`src/rtl/icx_pkg.sv`:
```
package icx_pkg;
   localparam int ID_W    = 10;
   localparam int ADDR_W  = 12;
   localparam int DATA_W  = 32;
   localparam logic [ID_W-1:0] ID_NONE = '1;

   // global window offsets
   localparam logic [ADDR_W-1:0] OFS_ONOFF  = 12'h000;
   localparam logic [ADDR_W-1:0] OFS_EN_SET = 12'h030;
   localparam logic [ADDR_W-1:0] OFS_EN_CLR = 12'h034;
   // per-CPU window offsets
   localparam logic [ADDR_W-1:0] OFS_TPRI   = 12'h0B0;
   localparam logic [ADDR_W-1:0] OFS_ACK    = 12'h0B4;
   localparam logic [ADDR_W-1:0] OFS_MK_SET = 12'h0B8;
   localparam logic [ADDR_W-1:0] OFS_MK_CLR = 12'h0BC;

   typedef enum logic {WIN_GLOBAL = 1'b0, WIN_CPU = 1'b1} win_e;
endpackage

```
`src/rtl/icx_regs.sv`:
```
module icx_regs
   import icx_pkg::*;
#(
   parameter int NUM_SRC = 128
) (
   input  logic                clk,
   input  logic                rst_n,
   input  logic                wr,
   input  logic                cpu_win,
   input  logic [ADDR_W-1:0]   addr,
   input  logic [DATA_W-1:0]   wdata,
   output logic                on,
   output logic                tpri,
   output logic [NUM_SRC-1:0]  en_vec,
   output logic [NUM_SRC-1:0]  mk_vec
);
   localparam int IDX_W = (NUM_SRC > 1) ? $clog2(NUM_SRC) : 1;

   logic               idx_ok;
   logic [IDX_W-1:0]   idx;
   logic               w_on, w_tp, w_es, w_ec, w_ms, w_mc;

   assign idx_ok = (wdata < DATA_W'(NUM_SRC));
   assign idx    = wdata[IDX_W-1:0];

   always_comb begin
      w_on = wr && (cpu_win == WIN_GLOBAL) && (addr == OFS_ONOFF);
      w_es = wr && (cpu_win == WIN_GLOBAL) && (addr == OFS_EN_SET) && idx_ok;
      w_ec = wr && (cpu_win == WIN_GLOBAL) && (addr == OFS_EN_CLR) && idx_ok;
      w_tp = wr && (cpu_win == WIN_CPU)    && (addr == OFS_TPRI);
      w_ms = wr && (cpu_win == WIN_CPU)    && (addr == OFS_MK_SET) && idx_ok;
      w_mc = wr && (cpu_win == WIN_CPU)    && (addr == OFS_MK_CLR) && idx_ok;
   end

   always_ff @(posedge clk or negedge rst_n) begin
      if (!rst_n) begin
         on   <= 1'b0;
         tpri <= 1'b0;
      end else begin
         if (w_on) on   <= wdata[0];
         if (w_tp) tpri <= wdata[0];
      end
   end

   genvar s;
   generate
      for (s = 0; s < NUM_SRC; s++) begin : g_bit
         logic hit;
         assign hit = (idx == IDX_W'(s));
         always_ff @(posedge clk or negedge rst_n) begin
            if (!rst_n) begin
               en_vec[s] <= 1'b0;
               mk_vec[s] <= 1'b1;
            end else begin
               if (hit && w_es)      en_vec[s] <= 1'b1;
               else if (hit && w_ec) en_vec[s] <= 1'b0;
               if (hit && w_ms)      mk_vec[s] <= 1'b1;
               else if (hit && w_mc) mk_vec[s] <= 1'b0;
            end
         end
      end
   endgenerate


   en_set_chk: assert property (@(posedge clk) disable iff (!rst_n)
      w_es |=> en_vec[$past(idx)]);

   en_clr_chk: assert property (@(posedge clk) disable iff (!rst_n)
      w_ec |=> !en_vec[$past(idx)]);

   mk_set_chk: assert property (@(posedge clk) disable iff (!rst_n)
      w_ms |=> mk_vec[$past(idx)]);

   oob_keep_chk: assert property (@(posedge clk) disable iff (!rst_n)
      (wr && !idx_ok && addr != OFS_ONOFF && addr != OFS_TPRI)
      |=> ($stable(en_vec) && $stable(mk_vec)));
endmodule

```
`src/rtl/icx_arbiter.sv`:
```
module icx_arbiter
   import icx_pkg::*;
#(
   parameter int NUM_SRC = 128,
   parameter int GRP_W   = 8,
   parameter bit TREE    = 1'b1
) (
   input  logic                clk,
   input  logic                rst_n,
   input  logic [NUM_SRC-1:0]  req,
   output logic                any,
   output logic [ID_W-1:0]     id
);
   localparam int NUM_GRP = NUM_SRC / GRP_W;
   localparam int LW      = (GRP_W > 1) ? $clog2(GRP_W) : 1;

   generate
      if (NUM_SRC < 1 || NUM_SRC > 1023) begin : g_bad_n
         $error("icx_arbiter: NUM_SRC must be 1..1023");
      end
      if (TREE && (GRP_W < 2 || (NUM_SRC % GRP_W) != 0)) begin : g_bad_g
         $error("icx_arbiter: GRP_W must be >=2 and divide NUM_SRC");
      end
   endgenerate

   logic [ID_W-1:0] win;

   generate
      if (TREE) begin : g_tree
         logic [NUM_GRP-1:0] grp_any;
         logic [LW-1:0]      grp_off [NUM_GRP];
         genvar g;
         for (g = 0; g < NUM_GRP; g++) begin : g_grp
            always_comb begin
               grp_any[g] = 1'b0;
               grp_off[g] = '0;
               for (int k = GRP_W - 1; k >= 0; k--) begin
                  if (req[g*GRP_W + k]) begin
                     grp_any[g] = 1'b1;
                     grp_off[g] = LW'(k);
                  end
               end
            end
         end
         always_comb begin
            any = 1'b0;
            win = '0;
            for (int j = NUM_GRP - 1; j >= 0; j--) begin
               if (grp_any[j]) begin
                  any = 1'b1;
                  win = ID_W'(j * GRP_W) + ID_W'(grp_off[j]);
               end
            end
         end
      end else begin : g_flat
         always_comb begin
            any = 1'b0;
            win = '0;
            for (int i = NUM_SRC - 1; i >= 0; i--) begin
               if (req[i]) begin
                  any = 1'b1;
                  win = ID_W'(i);
               end
            end
         end
      end
   endgenerate

   assign id = any ? win : ID_NONE;

   logic [NUM_SRC-1:0] below;
   assign below = ({{(NUM_SRC-1){1'b0}}, 1'b1} << id) - 1'b1;


   pick_live_chk: assert property (@(posedge clk) disable iff (!rst_n)
      any |-> req[id]);

   pick_lowest_chk: assert property (@(posedge clk) disable iff (!rst_n)
      any |-> ((req & below) == '0));

   none_code_chk: assert property (@(posedge clk) disable iff (!rst_n)
      (req == '0) |-> (id == ID_NONE));
endmodule

```
`src/rtl/icx_core.sv`:
```
module icx_core
   import icx_pkg::*;
#(
   parameter int NUM_SRC = 128,
   parameter int GRP_W   = 8,
   parameter bit TREE    = 1'b1
) (
   input  logic                clk,
   input  logic                rst_n,
   input  logic                bus_wr,
   input  logic                bus_rd,
   input  logic                bus_cpu_win,
   input  logic [11:0]         bus_addr,
   input  logic [31:0]         bus_wdata,
   output logic [31:0]         bus_rdata,
   input  logic [NUM_SRC-1:0]  src_lvl,
   output logic                irq
);
   logic               on, tpri, any;
   logic [NUM_SRC-1:0] en_vec, mk_vec, qual;
   logic [ID_W-1:0]    ack_id;
   logic [31:0]        rd_mux;

   icx_regs #(.NUM_SRC(NUM_SRC)) i_regs (
      .clk(clk), .rst_n(rst_n), .wr(bus_wr), .cpu_win(bus_cpu_win),
      .addr(bus_addr), .wdata(bus_wdata), .on(on), .tpri(tpri),
      .en_vec(en_vec), .mk_vec(mk_vec));

   assign qual = src_lvl & en_vec & ~mk_vec;

   icx_arbiter #(.NUM_SRC(NUM_SRC), .GRP_W(GRP_W), .TREE(TREE)) i_arb (
      .clk(clk), .rst_n(rst_n), .req(qual), .any(any), .id(ack_id));

   assign irq = on && !tpri && any;

   always_comb begin
      rd_mux = '0;
      if (bus_cpu_win == WIN_GLOBAL) begin
         if (bus_addr == OFS_ONOFF) rd_mux = {31'b0, on};
      end else begin
         if (bus_addr == OFS_TPRI)     rd_mux = {31'b0, tpri};
         else if (bus_addr == OFS_ACK) rd_mux = {{(32-ID_W){1'b0}}, ack_id};
      end
   end

   always_ff @(posedge clk or negedge rst_n) begin
      if (!rst_n)      bus_rdata <= '0;
      else if (bus_rd) bus_rdata <= rd_mux;
   end


   irq_gate_chk: assert property (@(posedge clk) disable iff (!rst_n)
      irq |-> (on && !tpri));

   tpri_block_chk: assert property (@(posedge clk) disable iff (!rst_n)
      tpri |-> !irq);

   setclr_zero_chk: assert property (@(posedge clk) disable iff (!rst_n)
      (bus_rd && ((bus_cpu_win == WIN_GLOBAL &&
                   (bus_addr == OFS_EN_SET || bus_addr == OFS_EN_CLR)) ||
                  (bus_cpu_win == WIN_CPU &&
                   (bus_addr == OFS_MK_SET || bus_addr == OFS_MK_CLR))))
      |=> (bus_rdata == 32'h0));

   rdata_hold_chk: assert property (@(posedge clk) disable iff (!rst_n)
      !bus_rd |=> $stable(bus_rdata));
endmodule

```
`config.mk`:
```
export PLATFORM = sky130hd
export DESIGN_NAME = icx_core
export DESIGN_NICKNAME = d
export VERILOG_FILES = /design/src/rtl/icx_pkg.sv /design/src/rtl/icx_regs.sv /design/src/rtl/icx_arbiter.sv /design/src/rtl/icx_core.sv
export SDC_FILE = /design/constraint.sdc
export NUM_CORES = 1
export LEC_CHECK = 0
export BUFFER_PORTS_ARGS = -buffer_cell sky130_fd_sc_hd__buf_2
export CORE_MARGIN = 8
export CORE_UTILIZATION = 50
export CTS_BUF_LIST = sky130_fd_sc_hd__clkbuf_2 sky130_fd_sc_hd__clkbuf_4 sky130_fd_sc_hd__clkbuf_8
export CTS_CLUSTER_DIAMETER = 120
export DETAILED_ROUTE_END_ITERATION = 16
export PLACE_DENSITY = 0.79
export RECOVER_POWER = 50
export REMOVE_ABC_BUFFERS = 1
export SYNTH_ARGS = -nofsm -noshare
export SYNTH_HDL_FRONTEND = slang
export SYNTH_SLANG_ARGS = --single-unit
```
`constraint.sdc`:
```
create_clock -name clk -period 5 [get_ports clk]
set_clock_uncertainty 0.1 [all_clocks]
set_input_delay 0.5 -clock clk [delete_from_list [all_inputs] [get_ports clk]]
set_output_delay 0.5 -clock clk [all_outputs]
set_load 0.05 [all_outputs]
```
==> results.toml, run 1 <==
[synth]
yosysWarnings = 0
synth-edff-count = 0
synth-simple-area-share_pct = 20.4
async_flop_share_pct = 100
yosysUniqueCellTypes = 71
synth_compound_area_share_pct = 26.6
synthCells = 1534
syn_area_per_cell_sq_um = 9.14
synth_seq_cells = 266
yosysTopAreaCellShare_pct = 24.6
synth_top_family_by_area = "compound AO/OA/AOI/OAI gates"
syn-cell-area_sq_um = 14000
synth-seq-area-share_pct = 48.6
synthAdderAreaFrac_pct = 0
synthMuxAreaShare_pct = 0.161
ys.flop_type = "dfrtp_1"
synth_top_area_cell = "dfrtp_1"
synthXorXnorAreaFrac_pct = 0
netlist_top_cells_area = "dfrtp_1, dfstp_2, o21ai_0"

[floorplan]
die_h_um = 183
initial_core_util_pct = 50.6
coreArea_sq_um = 27700
ioPinCount = 210
fp.dieW_um = 183
die_area_sq_um = 33700
rows = 61

[setup_path]
path_max_fanout = 4
endpoint_kind = "output pin"
path_cells = "and3b_1, nand2b_1, nor4b_1, nand4_1, or2_1, nor2_1, nor3b_1, buf_2"
worst_path_largest_cell_delay_ps = 700
critPathRequiredTime_ps = 4400
arrival_ps = 3410
crit_type = "reg2out"
critPathLaunchType = "register"
cp_slowest_cell = "nor4b_1"

[final_layout]
nFillCells = 2418
design_area_sq_um = 16200
syn2layout_area_growth_pct = 15.6
utilization_pct = 58.6
nets = 1881
drive_gt1_share_pct = 25.6

[detailed_routing]
drt_iter0_drc = 1478
postRouteAntennaNets = 0
wirelength_um = 45200
remaining_drc_errors = 0
avgViaCountPerCell = 6.18
vias = 13100
wire_per_inst_um = 21.3
drt_first_pass_iters = 6

[pwr]
total_power_mw = 4.59
pwr_density_cell_nw_per_um2 = 283
leakage_nw = 6.68
irDropWorstVdd_mv = 0.249

[timing]
drv_slew = 130
holdWs_ps = 209
setup_viol = 0
worstMarginPinSlew_ps = 3250
hold_violations = 0
maxClockFrequency_ghz = 0.250
final.min_clock_period_ps = 4010
max_slew_margin_pct = -117
rsz0062_at_grt = "false"
final.period_utilization_pct = 80.1

[clock_network]
cts_htree_levels = 2
root_buffer = "clkbuf_8"
cts_tree = "yes"
insertion_delay_ps = 570
clkTransAtPathRegs_ps = 60
post_cts_buffers = 0
cts_buffers = 46
numClockSinks = 266
clk_path_buf_depth = 3

[global_route]
grt_max_degree = 257
grt_first_pass_wirelength_um = 70000
track_usage_pct = 26.2
grt_pass1_vias = 12900
grt.overflow.total = 0
antenna_found_initial = 1

[place]
post-dp-hpwl_um = 30500
place_area_sq_um = 15200
place_congestion = 0.937
portBuffers = 187

[run_status]
run_status = "finished with violations"
violations = "max-capacitance violations, max-slew violations"

[min_path]
hold_path.class = "in2reg"

[flow_run]
cap_violations = 1
[placed cells by master (no fill, tap or decap), types with 5 or more instances in the layout]
cell type  synthesis  routed
o21ai_0          406     406
nand2_1          193     192
buf_2              8     174
dfrtp_1          138     138
o31ai_1          132     132
dfstp_2          128     128
nand3b_1          88      88
clkbuf_8           0      57
and3b_1           43      43
nor2_1            41      41
buf_4             24      24
conb_1             1      22
nand2b_1          20      20
a31oi_1           19      19
clkbuf_4           0      17
nand3_1           17      16
a21oi_1           16      16
o21ai_1           16      16
nor3_1            18      13
nand4_1           12      12
clkbuf_1          72      11
nor4_1            11      10
nor3b_1           10       9
clkinv_2           0       9
inv_1              8       8
and3_1             7       7
nor2b_1            7       7
and2_1             6       6
nor3_2             1       6
o211ai_1           6       6
and4_1             5       5
[Yosys cell counts, drive strengths merged, types with 3 or more instances]
library cell and instances:
nor2b 7, nor4 14, and3 7, and2 6, nand4 13, a211oi 3, buf 39, dfrtp 138
nor4b 4, a21oi 16, clkbuf 72, o31a 3, o211ai 6, nand3 17, o21bai 4, o21ba 4
o21ai 422, or2 5, nor3b 10, inv 8, and3b 43, dfstp 128, and4 5, nand2b 20
a31oi 19, nor3 19, nor2 42, nand3b 88, or4 3, o31ai 132, o22ai 4, nand2 194
[worst paths after layout]
kind,start,cells past startpoint,endpoint,slack (ps)
max reg2reg,i_regs.mk_vec[118]$_DFFE_PN1P_,8,bus_rdata[0]$_DFFE_PN0P_,1670
max in group asynchronous,rst_n,3,i_regs.mk_vec[32]$_DFFE_PN1P_,1360
min reg2reg,i_regs.mk_vec[31]$_DFFE_PN1P_,2,i_regs.mk_vec[31]$_DFFE_PN1P_,390
min in group asynchronous,rst_n,2,i_regs.en_vec[53]$_DFFE_PN0P_,1380
max,i_regs.mk_vec[118]$_DFFE_PN1P_,8,irq,990
min,bus_rd,2,bus_rdata[8]$_DFFE_PN0P_,210
[cell families (layout without fill, tap and decap cells)]
kind of cell,Yosys count,count (layout)
buf+inv,119,305
simple gates,506,506
flops,266,266
other cells,1,23
compound gates,640,640
mux,2,2
[power by group]
part,internal [mW],switching (mW)
registers,2.16,0.000535
logic,0.0650,0.194
clock network,1.26,0.908
total,3.48,1.10
[through the flow]
step,std cells,TNS (ps),setup slack [ps]
2_1_floorplan,1444,-83460,-691
3_3_place_gp,2033,0,1560
3_5_place_dp,2033,0,1500
4_1_cts,2119,0,1100
5_1_grt,2120,0,765
6_report,2120,0,994
[sequential cells by signal, summed over array words and instances, names as in the netlist]
register and flops:
bus_rdata 8, i_regs.en_vec 128, i_regs.mk_vec 128, i_regs.on 1, i_regs.tpri 1
[metal layers]
metal | global-route usage (%) | part of all wire (%) | up-vias
met5 | 0 | 0 | -
met4 | 12.0 | 4.5 | 0
met1 | 34.5 | 41 | 6271
li1 | - | - | 6014
met2 | 40.7 | 45 | 677
met3 | 6.09 | 10 | 132
[worst max-delay path, delay by kind of cell (launching register included)]
family | cells | cell delay, ps
and+or+nand+nor | 7 | 2120
DFF | 1 | 520
buffers and inverters | 1 | 220
[cell type report]
type | count | area (sq um) | share of cell area, %
Antenna cell | 1 | 2.50 | 0.0154
Clock buffer | 74 | 912 | 5.62
Clock inverter | 11 | 105 | 0.648
Inverter | 8 | 30.0 | 0.185
Multi-Input combinational cell | 1170 | 6760 | 41.6
Sequential cell | 266 | 6820 | 42.0
Tap cell | 378 | 473 | 2.92
Timing Repair Buffer | 212 | 1130 | 6.95
[what timing repair did]
action | 4_1_cts | 5_1_grt
hold endpoints to repair | 25 | 0
setup endpoints to repair | 0 | 0
hold buffers | 1 | 0
gates resized for setup | 0 | 0
Note: power is estimated with default switching activity, not from simulation.
==> run 2: changes to the inputs <==
Clock period 5 ns to 4 ns, I/O delays scaled along.
==> results.toml, run 2 (synthesized netlist as in run 1, its figures left out) <==
[place]
post-dp-hpwl_um = 31100
place_inst = 2040
place_congestion = 0.920
portBuffers = 187

[timing]
final.min_clock_period_ps = 3880
worstMarginPinSlew_ps = 3170
rsz0062_at_grt = "false"
drv_slew = 124
setup_viol = 0
final.period_utilization_pct = 96.9
final.setup.tns_ps = 0
holdWs_ps = 80.2
hold_violations = 0
maxClockFrequency_ghz = 0.258
max_slew_margin_pct = -111

[min_path]
hold_path.class = "in2reg"
hold_end = "bus_rdata[8]$_DFFE_PN0P_"
whs_path_depth = 2
min_from = "bus_rd"

[floorplan]
fp.dieW_um = 183
die_h_um = 183
die_area_sq_um = 33700
coreArea_sq_um = 27700
initial_core_util_pct = 50.6
rows = 61
ioPinCount = 210

[final_layout]
final_common_cell = "o21ai_0"
reg_top3 = "i_regs.en_vec (128), i_regs.mk_vec (128), bus_rdata (8)"
nets = 1889
final_cells = 2126
utilization_pct = 59.0
nFillCells = 2446
drive_gt1_share_pct = 26.1
syn2layout_area_growth_pct = 16.6
layout_common_cells = "o21ai_0, nand2_1, buf_2"

[global_route]
grt_first_pass_wirelength_um = 71200
grt_max_degree = 257
grt.overflow.total = 0
antenna_found_initial = 2
grt_pass1_vias = 13000
track_usage_pct = 26.7

[setup_path]
critPathLaunchType = "register"
worst_path_largest_cell_delay_ps = 880
path_max_fanout = 4
r2r_start = "i_regs.mk_vec[56]$_DFFE_PN1P_"
ff2ff_setup_slack_ps = 350
reg2reg_to = "bus_rdata[0]$_DFFE_PN0P_"
cp_slowest_cell = "nor4b_1"
critPathRequiredTime_ps = 3500
crit_type = "reg2out"
arrival_ps = 3380
path_buf_inv = 1
worst-r2r-cell-count = 8
path_cells = "and3b_1, nor4b_1, nand2b_1, nor2_1, nand3_1, nor2_1, nor3b_1, buf_2"
cp_top_family = "simple AND/OR/NAND/NOR gates"
setup.worst_path.start = "i_regs.mk_vec[56]$_DFFE_PN1P_"
crit_top_cell = "nor2_1"
endpoint_kind = "output pin"

[pwr]
internal_power_mw = 4.45
switching_power_mw = 1.37
irDropWorstVdd_mv = 0.238
total_power_mw = 5.82
p_seq_share_pct = 46.4
leakage_nw = 6.76
clkPwrFrac_pct = 48.0
swShare_pct = 23.6
pwr-share-comb_pct = 5.7
pwr_density_cell_nw_per_um2 = 356

[flow_run]
cap_violations = 1

[clock_network]
root_buffer = "clkbuf_8"
post_cts_buffers = 0
numClockSinks = 266
insertion_delay_ps = 570
cts_buffers = 47
clkTransAtPathRegs_ps = 60
cts_htree_levels = 2
cts_tree = "yes"
clk_path_buf_depth = 3

[detailed_routing]
remaining_drc_errors = 0
wire_per_inst_um = 21.6
vias = 13000
postRouteAntennaNets = 0
drt_first_pass_iters = 5
drt_iter0_drc = 1308
wirelength_um = 46000
avgViaCountPerCell = 6.13

[run_status]
violations = "max-capacitance violations, max-slew violations"
run_status = "finished with violations"
[run 2: cell types whose count changed in the layout (fill, tap and decap cells not counted)]
cell / delta
clkbuf_8: +6
clkbuf_1: -5
buf_2: +6
clkbuf_4: -2
clkinv_2: -6
buf_12: +3
buf_4: +3
diode_2: +1
[run 2: worst register-to-register path, delay by kind of cell (launching register included)]
family	cells	cell delay [ps]
flops	1	520
simple gates	5	1590
compound gates	3	1400
[run 2: worst max-delay path by stage]
stage | depth (start not counted) | endpoint
3_5_place_dp | 8 | bus_rdata[0]$_DFFE_PN0P_
6_report | 8 | irq
3_3_place_gp | 8 | bus_rdata[0]$_DFFE_PN0P_
4_1_cts | 8 | irq
2_1_floorplan | 6 | i_regs.mk_vec[121]$_DFFE_PN1P_
5_1_grt | 3 | i_regs.en_vec[104]$_DFFE_PN0P_
[run 2: power groups by stage]
stage | clock, mW | sequential (mW) | combinational, mW
5_1_grt | 2.95 | 2.70 | 0.352
3_5_place_dp | 0 | 2.74 | 0.327
2_1_floorplan | 0 | 2.75 | 0.0811
3_3_place_gp | 0 | 2.74 | 0.323
4_1_cts | 2.82 | 2.70 | 0.328
6_report | 2.79 | 2.70 | 0.330
[run 2: per-layer routing]
layer  vias to the layer above  track usage, %  wire length, um
li1                       6037               -                -
met1                      6233            35.4            18700
met2                       636            42.0            21200
met3                       117            5.99             4390
met4                         0            11.1             1740
met5                         -               0                0
[run 2: area by class of cell]
type / instances / area, sq um / area share (%)
Timing Repair Buffer: 219 / 1220 / 7.47
Clock buffer: 78 / 980 / 5.99
Antenna cell: 2 / 5.00 / 0.0306
Clock inverter: 5 / 75.1 / 0.459
Inverter: 8 / 30.0 / 0.184
Tap cell: 378 / 473 / 2.89
Sequential cell: 266 / 6820 / 41.7
Multi-Input combinational cell: 1170 / 6760 / 41.3
[run 2: timing repair]
| item | in CTS | in global routing |
|---|---|---|
| setup endpoints to repair | 0 | 0 |
| resized for setup | 0 | 0 |
| hold endpoints to repair | 61 | 0 |
| hold buffers | 1 | 0 |
[run 2: through the flow]
step / setup slack [ps] / cell area, sq um
6_report: 123 / 16400
5_1_grt: 49.0 / 16400
4_1_cts: 347 / 16400
3_5_place_dp: 697 / 15300
3_3_place_gp: 702 / 15300
2_1_floorplan: -1590 / 13500
==> run 3: changes to the inputs <==
Settings changed: CORE_ASPECT_RATIO from default to 0.7.
Clock period 4 ns to 4.1 ns, I/O delays scaled along.
==> results.toml, run 3 (synthesized netlist as in run 1, its figures left out) <==
[setup_path]
path_max_fanout = 4
arrival_ps = 3410
cp_slowest_cell = "nor4b_1"
crit_type = "reg2out"
endpoint_kind = "output pin"
crit_top_cell = "nor2_1"
worst_path_largest_cell_delay_ps = 900
reg2reg_to = "bus_rdata[0]$_DFFE_PN0P_"
worst-r2r-cell-count = 8
setup.worst_path.start = "i_regs.mk_vec[56]$_DFFE_PN1P_"
critPathRequiredTime_ps = 3590
critPathLaunchType = "register"
ff2ff_setup_slack_ps = 500
worstSetupEndpoint = "irq"
r2r_start = "i_regs.mk_vec[56]$_DFFE_PN1P_"
path_cells = "and3b_1, nor4b_1, nand2b_1, nor2_1, nand3_1, nor2_1, nor3b_1, buf_2"

[timing]
drv_slew = 126
rsz0062_at_grt = "false"
hold_violations = 0
final.min_clock_period_ps = 3920
maxClockFrequency_ghz = 0.255
setup_viol = 0
worstMarginPinSlew_ps = 3200
max_slew_margin_pct = -113
final.period_utilization_pct = 95.5
setup_ws_ps = 184
final.setup.tns_ps = 0

[clock_network]
clkTransAtPathRegs_ps = 70
insertion_delay_ps = 570
cts_buffers = 43
clk_path_buf_depth = 3
cts_htree_levels = 2
post_cts_buffers = 0
numClockSinks = 266
cts_tree = "yes"
root_buffer = "clkbuf_8"

[final_layout]
layout_common_cells = "o21ai_0, nand2_1, buf_2"
nFillCells = 2451
final_common_cell = "o21ai_0"
syn2layout_area_growth_pct = 15.1
utilization_pct = 58.3
reg_top3 = "i_regs.en_vec (128), i_regs.mk_vec (128), bus_rdata (8)"
drive_gt1_share_pct = 25.5
final_cells = 2108
nets = 1878

[run_status]
run_status = "finished with violations"
violations = "max-capacitance violations, max-slew violations"

[pwr]
irDropWorstVdd_mv = 0.241
pwr_density_cell_nw_per_um2 = 333
leakage_nw = 6.63

[detailed_routing]
drt_first_pass_iters = 5
wire_per_inst_um = 21.9
wirelength_um = 46200
drt_iter0_drc = 1557
avgViaCountPerCell = 6.14
postRouteAntennaNets = 0
vias = 13000
remaining_drc_errors = 0

[floorplan]
coreArea_sq_um = 27700
die_area_sq_um = 33800
ioPinCount = 210
rows = 51
initial_core_util_pct = 50.7
fp.dieW_um = 216
die_h_um = 156

[place]
place_congestion = 0.949
portBuffers = 187
post-dp-hpwl_um = 31500
place_inst = 2026
pre_cts_ws_ps = 750

[global_route]
grt.overflow.total = 0
grt_max_degree = 257
track_usage_pct = 26.5
met2_usage_pct = 38.9
grt_first_pass_wirelength_um = 71100
grt_util_met3_pct = 8.81
busiest_layer = "met2"
antenna_found_initial = 3
grt_pass1_vias = 12700
use_met1_pct = 36.1

[min_path]
whs_path_depth = 2
hold_path.class = "in2reg"

[flow_run]
cap_violations = 1
-- run 3: changes by cell type in the layout (fill, tap and decap cells not counted), sizes merged --
cell | before | now
clkbuf | 85 | 90
buf | 211 | 198
bufinv | 2 | 0
clkinv | 3 | 2
-- run 3: area by class of cell --
class / instances / area, sq um / share of cell area, %
timing repair buffer: 212 / 1160 / 7.20
multi-input combinational: 1170 / 6760 / 41.9
tap: 371 / 464 / 2.88
inverter: 8 / 30.0 / 0.186
sequential: 266 / 6820 / 42.2
clock inverter: 2 / 13.8 / 0.0853
clock buffer: 77 / 891 / 5.52
antenna: 2 / 5.00 / 0.0310
-- run 3: routing by layer --
metal / up-vias / wire (um)
met1: 6245 / 19800
met5: - / 10
met2: 600 / 20100
met4: 2 / 1460
li1: 6014 / -
met3: 92 / 4870
-- run 3: report_power, final --
part           switching [mW]  internal, mW
logic                   0.236        0.0803
clock network            1.08          1.35
registers            0.000440          2.63
-- run 3: how the worst min path moves through the flow --
stage                                             start                            end  slack (ps)
after global placement    i_regs.mk_vec[79]$_DFFE_PN1P_  i_regs.mk_vec[79]$_DFFE_PN1P_         380
after detailed placement  i_regs.mk_vec[39]$_DFFE_PN1P_  i_regs.mk_vec[39]$_DFFE_PN1P_         380
after CTS                                        bus_rd       bus_rdata[8]$_DFFE_PN0P_           3
after floorplan                                   rst_n       bus_rdata[0]$_DFFE_PN0P_          10
after global routing                             bus_rd       bus_rdata[8]$_DFFE_PN0P_          30
final                                            bus_rd       bus_rdata[8]$_DFFE_PN0P_          60
-- run 3: per-stage QoR --
step	instance area [sq um]	hold WS [ps]	total power, mW
after CTS	16200	2.66	5.41
after global routing	16100	27.3	5.55
after global placement	15300	375	2.99
after detailed placement	15300	381	2.99
after floorplan	13500	14.4	2.76
final	16100	56.5	5.38
-- run 3: what timing repair did --
| action | CTS | global route |
|---|---|---|
| endpoints found under the hold margin | 61 | 0 |
| setup endpoints to repair | 0 | 0 |
| hold buffers | 1 | 0 |
| gates resized for setup | 0 | 0 |
-- run 3: critical path: cells and delay by family, from the launching register on --
kind / cells / cell delay [ps]
simple gates: 7 / 2110
buf+inv: 1 / 210
flops: 1 / 520
